$ cat src/rtl/rpg_pkg.sv
`timescale 1ns/1ps
package rpg_pkg;

   typedef enum logic {
      TRIG_FILTERED = 1'b0,
      TRIG_DIRECT   = 1'b1
   } trig_path_e;

   // full period, pulse plus guard, in clock cycles
   function automatic int unsigned guard_cycles(int unsigned width, int unsigned div);
      return width * div;
   endfunction

   // edges between an accepted rising strobe and the start edge
   function automatic int unsigned qual_cycles(int unsigned filt_len);
      return filt_len + 5;
   endfunction

endpackage

$ cat src/rtl/rpg_period_core.sv
`timescale 1ns/1ps
module rpg_period_core #(
   parameter int unsigned PULSE_W  = 24,
   parameter int unsigned DUTY_DIV = 5
) (
   input  logic clk,
   input  logic rst_n,
   input  logic start_i,
   output logic idle_o,
   output logic pulse_o,
   output logic rise_p_o,
   output logic fall_p_o
);
   localparam int unsigned PERIOD = rpg_pkg::guard_cycles(PULSE_W, DUTY_DIV);
   localparam int unsigned CW     = $clog2(PERIOD);
   localparam logic [CW-1:0] LOAD_V = CW'(PERIOD - 1);
   localparam logic [CW-1:0] HIGH_V = CW'(PERIOD - PULSE_W);

   if (PULSE_W < 2 || PULSE_W > 40) begin : g_bad_width
      $error("rpg_period_core: PULSE_W must lie in 2..40");
   end
   if (DUTY_DIV < 2) begin : g_bad_div
      $error("rpg_period_core: DUTY_DIV must be at least 2");
   end

   logic          running;
   logic [CW-1:0] remain;
   logic          take;

   assign idle_o  = !running || (remain == '0);
   assign take    = start_i && idle_o;
   assign pulse_o = running && (remain >= HIGH_V);

   always_ff @(posedge clk or negedge rst_n) begin
      if (!rst_n) begin
         running  <= 1'b0;
         remain   <= '0;
         rise_p_o <= 1'b0;
         fall_p_o <= 1'b0;
      end else begin
         rise_p_o <= 1'b0;
         fall_p_o <= 1'b0;
         if (take) begin
            running  <= 1'b1;
            remain   <= LOAD_V;
            rise_p_o <= 1'b1;
         end else if (running) begin
            if (remain == '0) begin
               running <= 1'b0;
            end else begin
               remain <= remain - 1'b1;
            end
            if (remain == HIGH_V) begin
               fall_p_o <= 1'b1;
            end
         end
      end
   end

   AST_RISE_ONE_CYCLE: assert property (@(posedge clk) disable iff (!rst_n)
      rise_p_o |=> !rise_p_o);
   AST_FALL_ONE_CYCLE: assert property (@(posedge clk) disable iff (!rst_n)
      fall_p_o |=> !fall_p_o);
   AST_RISE_IN_PULSE: assert property (@(posedge clk) disable iff (!rst_n)
      rise_p_o |-> pulse_o);
   AST_FALL_AFTER_PULSE: assert property (@(posedge clk) disable iff (!rst_n)
      fall_p_o |-> (!pulse_o && $past(pulse_o)));

endmodule

$ cat src/rtl/rpg_direct_path.sv
`timescale 1ns/1ps
module rpg_direct_path (
   input  logic clk,
   input  logic rst_n,
   input  logic en_i,
   input  logic sel_i,
   input  logic trig_i,
   input  logic idle_i,
   output logic start_o,
   output logic reject_o
);
   logic trig_q;   // last sampled level; reset high so a stuck trigger is not armed
   logic arrive;

   assign arrive   = en_i && sel_i && trig_i && !trig_q;
   assign start_o  = arrive && idle_i;
   assign reject_o = arrive && !idle_i;

   always_ff @(posedge clk or negedge rst_n) begin
      if (!rst_n) begin
         trig_q <= 1'b1;
      end else begin
         trig_q <= trig_i;
      end
   end

   AST_DIRECT_ONE_SHOT: assert property (@(posedge clk) disable iff (!rst_n)
      start_o |=> !start_o);
   AST_DIRECT_EXCLUSIVE: assert property (@(posedge clk) disable iff (!rst_n)
      !(start_o && reject_o));

endmodule

$ cat src/rtl/rpg_qualifier.sv
`timescale 1ns/1ps
module rpg_qualifier #(
   parameter int unsigned FILT_LEN = 3
) (
   input  logic clk,
   input  logic rst_n,
   input  logic en_i,
   input  logic sel_i,
   input  logic rise_i,
   input  logic fall_i,
   input  logic idle_i,
   output logic fire_o,
   output logic reject_o
);
   localparam int unsigned LAT = rpg_pkg::qual_cycles(FILT_LEN);
   localparam int unsigned QW  = $clog2(LAT);
   localparam logic [QW-1:0] LAST_V = QW'(LAT - 2);

   logic          qbusy;
   logic [QW-1:0] qcnt;
   logic          live;
   logic          accept;

   assign live     = en_i && sel_i;
   assign accept   = live && rise_i && idle_i && !fire_o && !qbusy;
   assign reject_o = live && rise_i && (!idle_i || fire_o);

   always_ff @(posedge clk or negedge rst_n) begin
      if (!rst_n) begin
         qbusy  <= 1'b0;
         qcnt   <= '0;
         fire_o <= 1'b0;
      end else if (!live) begin
         qbusy  <= 1'b0;
         qcnt   <= '0;
         fire_o <= 1'b0;
      end else begin
         fire_o <= 1'b0;
         if (qbusy) begin
            if (fall_i) begin
               qbusy <= 1'b0;
            end else if (qcnt == LAST_V) begin
               qbusy  <= 1'b0;
               fire_o <= 1'b1;
            end else begin
               qcnt <= qcnt + 1'b1;
            end
         end else if (accept) begin
            qbusy <= 1'b1;
            qcnt  <= '0;
         end
      end
   end

   AST_FIRE_INTO_IDLE: assert property (@(posedge clk) disable iff (!rst_n)
      fire_o |-> idle_i);
   AST_FIRE_SINGLE: assert property (@(posedge clk) disable iff (!rst_n)
      fire_o |=> !fire_o);

endmodule

$ cat src/rtl/retrig_pulse_gen.sv
`timescale 1ns/1ps
module retrig_pulse_gen #(
   parameter int unsigned PULSE_W  = 24,
   parameter int unsigned DUTY_DIV = 5,
   parameter int unsigned FILT_LEN = 3
) (
   input  logic clk,
   input  logic rst_n,
   input  logic en,
   input  logic filt_en_n,
   input  logic trig_a,
   input  logic trig_rise_p,
   input  logic trig_fall_p,
   output logic pulse_o,
   output logic pulse_rise_p,
   output logic pulse_fall_p,
   output logic err_p
);
   import rpg_pkg::*;

   if (PULSE_W < 2 || PULSE_W > 40) begin : g_chk_width
      $error("retrig_pulse_gen: PULSE_W out of range 2..40");
   end
   if (DUTY_DIV < 2) begin : g_chk_div
      $error("retrig_pulse_gen: DUTY_DIV below 2");
   end

   trig_path_e path;
   logic use_direct, use_filt;
   logic core_idle, core_pulse;
   logic dir_start, dir_reject;
   logic q_fire, q_reject;
   logic start;

   assign path       = trig_path_e'(filt_en_n);
   assign use_direct = (path == TRIG_DIRECT);
   assign use_filt   = (path == TRIG_FILTERED);

   rpg_direct_path u_direct (
      .clk      (clk),
      .rst_n    (rst_n),
      .en_i     (en),
      .sel_i    (use_direct),
      .trig_i   (trig_a),
      .idle_i   (core_idle),
      .start_o  (dir_start),
      .reject_o (dir_reject)
   );

   rpg_qualifier #(.FILT_LEN(FILT_LEN)) u_qual (
      .clk      (clk),
      .rst_n    (rst_n),
      .en_i     (en),
      .sel_i    (use_filt),
      .rise_i   (trig_rise_p),
      .fall_i   (trig_fall_p),
      .idle_i   (core_idle),
      .fire_o   (q_fire),
      .reject_o (q_reject)
   );

   assign start = en && (dir_start || q_fire);

   rpg_period_core #(.PULSE_W(PULSE_W), .DUTY_DIV(DUTY_DIV)) u_core (
      .clk      (clk),
      .rst_n    (rst_n),
      .start_i  (start),
      .idle_o   (core_idle),
      .pulse_o  (core_pulse),
      .rise_p_o (pulse_rise_p),
      .fall_p_o (pulse_fall_p)
   );

   // direct path adds the same-cycle head before the clocked pulse takes over
   assign pulse_o = core_pulse || dir_start;

   always_ff @(posedge clk or negedge rst_n) begin
      if (!rst_n) begin
         err_p <= 1'b0;
      end else begin
         err_p <= dir_reject || q_reject;
      end
   end

   AST_ERR_NO_START: assert property (@(posedge clk) disable iff (!rst_n)
      err_p |-> !pulse_rise_p);
   AST_START_NEEDS_EN: assert property (@(posedge clk) disable iff (!rst_n)
      pulse_rise_p |-> $past(en));
   AST_ERR_NEEDS_EN: assert property (@(posedge clk) disable iff (!rst_n)
      err_p |-> $past(en));

endmodule

$ cat config.mk
export PLATFORM = sky130hd
export DESIGN_NAME = retrig_pulse_gen
export DESIGN_NICKNAME = d
export VERILOG_FILES = /design/src/rtl/rpg_pkg.sv /design/src/rtl/rpg_period_core.sv /design/src/rtl/rpg_direct_path.sv /design/src/rtl/rpg_qualifier.sv /design/src/rtl/retrig_pulse_gen.sv
export SDC_FILE = /design/constraint.sdc
export NUM_CORES = 1
export LEC_CHECK = 0
export BUFFER_PORTS_ARGS = -buffer_cell sky130_fd_sc_hd__buf_2
export CORE_MARGIN = 2
export CORE_UTILIZATION = 58
export CTS_BUF_LIST = sky130_fd_sc_hd__clkbuf_4 sky130_fd_sc_hd__clkbuf_8
export DETAILED_ROUTE_END_ITERATION = 16
export PLACE_DENSITY = 0.8
export SYNTH_ARGS = -nofsm -noshare
export SYNTH_HDL_FRONTEND = slang
export SYNTH_SLANG_ARGS = --single-unit
export TNS_END_PERCENT = 5
$ cat constraint.sdc
create_clock -name clk -period 1.9 [get_ports clk]
set_clock_uncertainty 0.05 [all_clocks]
set_input_delay 0.285 -clock clk [delete_from_list [all_inputs] [get_ports clk]]
set_output_delay 0.285 -clock clk [all_outputs]
set_load 0.005 [all_outputs]
==> flow_metrics.tcl <==
set metrics [dict create \
    areaGrowthSynthToFinish_pct 21.8 \
    drtIter0Drc 21 \
    violations "setup timing" \
    ant_nets 0 \
    drt_wl_total_mm 1.90 \
    h-tree-depth 1 \
    pwr-share-clk_pct 21.6 \
    fin_tns_setup_ps -4.50 \
    clockBufferDepth 2 \
    r2r_slack_ps 20 \
    numPortBuffers 10 \
    p_leak_nw 0.490 \
    synth_flop_cell "dfrtp_1" \
    cp-start-kind "register" \
    hpwl_mm 1.26 \
    maxCapViolCount 0 \
    cpPeakStageDelay_ps 400 \
    sw_frac_of_total_pct 31.9 \
    slowest_stage "dfrtp_1" \
    path_max_fanout 3 \
    comb_power_share_pct 28.5 \
    syn_avg_cell_area_um2 10.2 \
    wl_per_cell_um 15.1 \
    worstSkewPairLatency_ps 300 \
    cts-buffers-inserted 3 \
    antenna_found_initial 0 \
    finalSetupViolations 1 \
    vias_per_cell 6.06 \
    internal-power_mw 0.640 \
    outcome "finished, violations left" \
    netlist_area_um2 901 \
    grt_pass1_wl_mm 3.17 \
    crit_required_ps 1560 \
    hold_depth 1 \
    synth_edf_count 0 \
    tightest_slew_ps 407 \
    final_cell_mix "16 x dfrtp_1, 10 x buf_2, 9 x buf_4" \
    ys_seq_area_share_pct 47.4 \
    dr.pass1.iters 4 \
    cp_cell_sequence "inv_1, ha_2, nor4b_4, a21boi_2, o21ai_1, buf_2" \
    power_frac_seq_pct 49.9 \
    die_area_mm2 0.00188 \
    crit_arrival_ps 1570 \
    grt_max_degree 18 \
    drive_gt1_share_pct 28.2 \
    grt_pass1_vias 761 \
    hold_slack_ps 39.8 \
    hold_start "trig_a" \
    p_per_area_mw_per_mm2 857 \
    ff2ff_path_depth 7 \
    fill_cells 107 \
    r2r-start "u_core.remain[1]" \
    vdd_drop_max_mv 0.757 \
    die_w_um 43.4 \
    grt-ovfl-total 0 \
    hold_violations 0 \
    maxSlewHeadroom_pct 72.7 \
    min_period_ps 1900 \
    rsz0062_at_grt "yes" \
    crit_type "reg2out" \
    coreArea_mm2 0.00149 \
    cts_tree "yes" \
    p_sw_mw 0.300 \
    finalCritPeriodShare_pct 100 \
    gp_congestion 0.851 \
    hold_path_class "in2reg" \
    yosysWarningCount 0 \
    synthCells 88 \
    antenna-diode-count 0 \
    final_common_cell "dfrtp_1" \
    synth_seq_cells 17 \
    clock-root-buffer "clkbuf_4" \
    drc 0 \
    slew_violations 0 \
    critPathLaunch "u_core.remain[1]" \
    clock.fmax_mhz 525 \
    cp-end-kind "output pin" \
    syn-num-nets 98 \
    clk_pin_slew_worst_paths_ps 100 \
    track_usage_pct 22.7 \
    initial_core_util_pct 60.5 \
    rows 14 \
    die_h_um 43.4 \
    postSynth.asyncResetShare_pct 100 \
    ys_types 37 \
    pin_count 11 \
    vias 764 \
    cts.sinks 17 \
    fin_nets 121 \
    layout_setup_ws_ps -4.50 \
]
[final timing paths]
check	endpoint
max in group asynchronous	u_direct.trig_q
worst max-delay path	pulse_o
worst min-delay path	u_direct.trig_q
min in group asynchronous	u_core.remain[5]
worst max register to register	u_qual.qbusy
worst min register to register	u_core.fall_p_o
[cell usage after synthesis (2+ instances only)]
cell | instances | share of area (%)
o31ai_1 | 2 | 1.7
dfrtp_1 | 16 | 44
o21ai_0 | 4 | 2.2
inv_1 | 5 | 2.1
nand2_1 | 6 | 2.5
nor2_1 | 5 | 2.1
nor3_1 | 5 | 2.8
a21oi_1 | 6 | 3.3
ha_1 | 3 | 4.2
nor2b_1 | 4 | 2.8
xnor2_1 | 2 | 1.9
a22oi_1 | 2 | 1.7
nand2b_1 | 3 | 2.1
o2bb2ai_1 | 2 | 1.9
[routing by layer]
layer	vias up	part of all wire, %	track usage, %
met5	-	0	0
met1	373	43	30.2
met3	4	5.2	5.00
met2	21	49	34.9
li1	366	-	-
met4	0	3.0	11.5
[critical path, delay by kind of cell, from the launching register on]
kind,cells,cell delay [ps]
AO/OA/AOI/OAI,2,230
adder cells (fa/ha/maj),1,190
buffers and inverters,2,200
flip-flops,1,400
AND/OR/NAND/NOR,1,240
[area by class of cell]
cell class / count / area [um2] / area share [%]
Clock inverter: 1 / 5.00 / 0.456
Sequential cell: 17 / 427 / 38.9
Clock buffer: 3 / 22.5 / 2.05
Tap cell: 16 / 20.0 / 1.82
Multi-Input combinational cell: 64 / 477 / 43.4
Inverter: 5 / 18.8 / 1.71
Timing Repair Buffer: 20 / 128 / 11.6
[repair_timing]
action	in CTS	in global routing
hold buffers	1	0
gates resized for setup	3	4
buffers inserted	3	2
pin swaps	1	3
setup endpoints to repair	1	4
hold endpoints to repair	16	0
[registers in the layout, summed over array words and instances, names as in the netlist]
register,count
u_core.remain,7
u_qual.qcnt,3
err_p,1
u_core.fall_p_o,1
u_core.rise_p_o,1
u_core.running,1
u_direct.trig_q,1
u_qual.fire_o,1
u_qual.qbusy,1
[through the flow]
stage / setup WS (ps) / instance area [um2] / utilization [%] / cells / total power [mW]
CTS: 16.1 / 1060 / 71.1 / 124 / 0.886
detailed placement: 69.3 / 992 / 66.6 / 116 / 0.658
global route: -74.7 / 1100 / 73.7 / 126 / 0.986
global placement: 106 / 992 / 66.6 / 116 / 0.649
finish: -4.50 / 1100 / 73.7 / 126 / 0.940
floorplan: 238 / 901 / - / 88 / 0.596
[cell families after synthesis]
kind of cell | Yosys count | share of synthesized area (%)
compound gates | 27 | 21.1
flops | 17 | 47.4
xor+xnor | 3 | 2.92
fa+ha+maj | 3 | 4.17
simple gates | 31 | 21.4
buf+inv | 7 | 3.05
[power groups by stage]
stage | Sequential (mW) | Clock (mW) | Combinational, mW
global route | 0.474 | 0.215 | 0.297
global placement | 0.477 | 0 | 0.171
floorplan | 0.467 | 0 | 0.129
CTS | 0.465 | 0.198 | 0.223
finish | 0.469 | 0.203 | 0.268
detailed placement | 0.481 | 0 | 0.177
No activity file was read; power rests on OpenSTA's default activity.
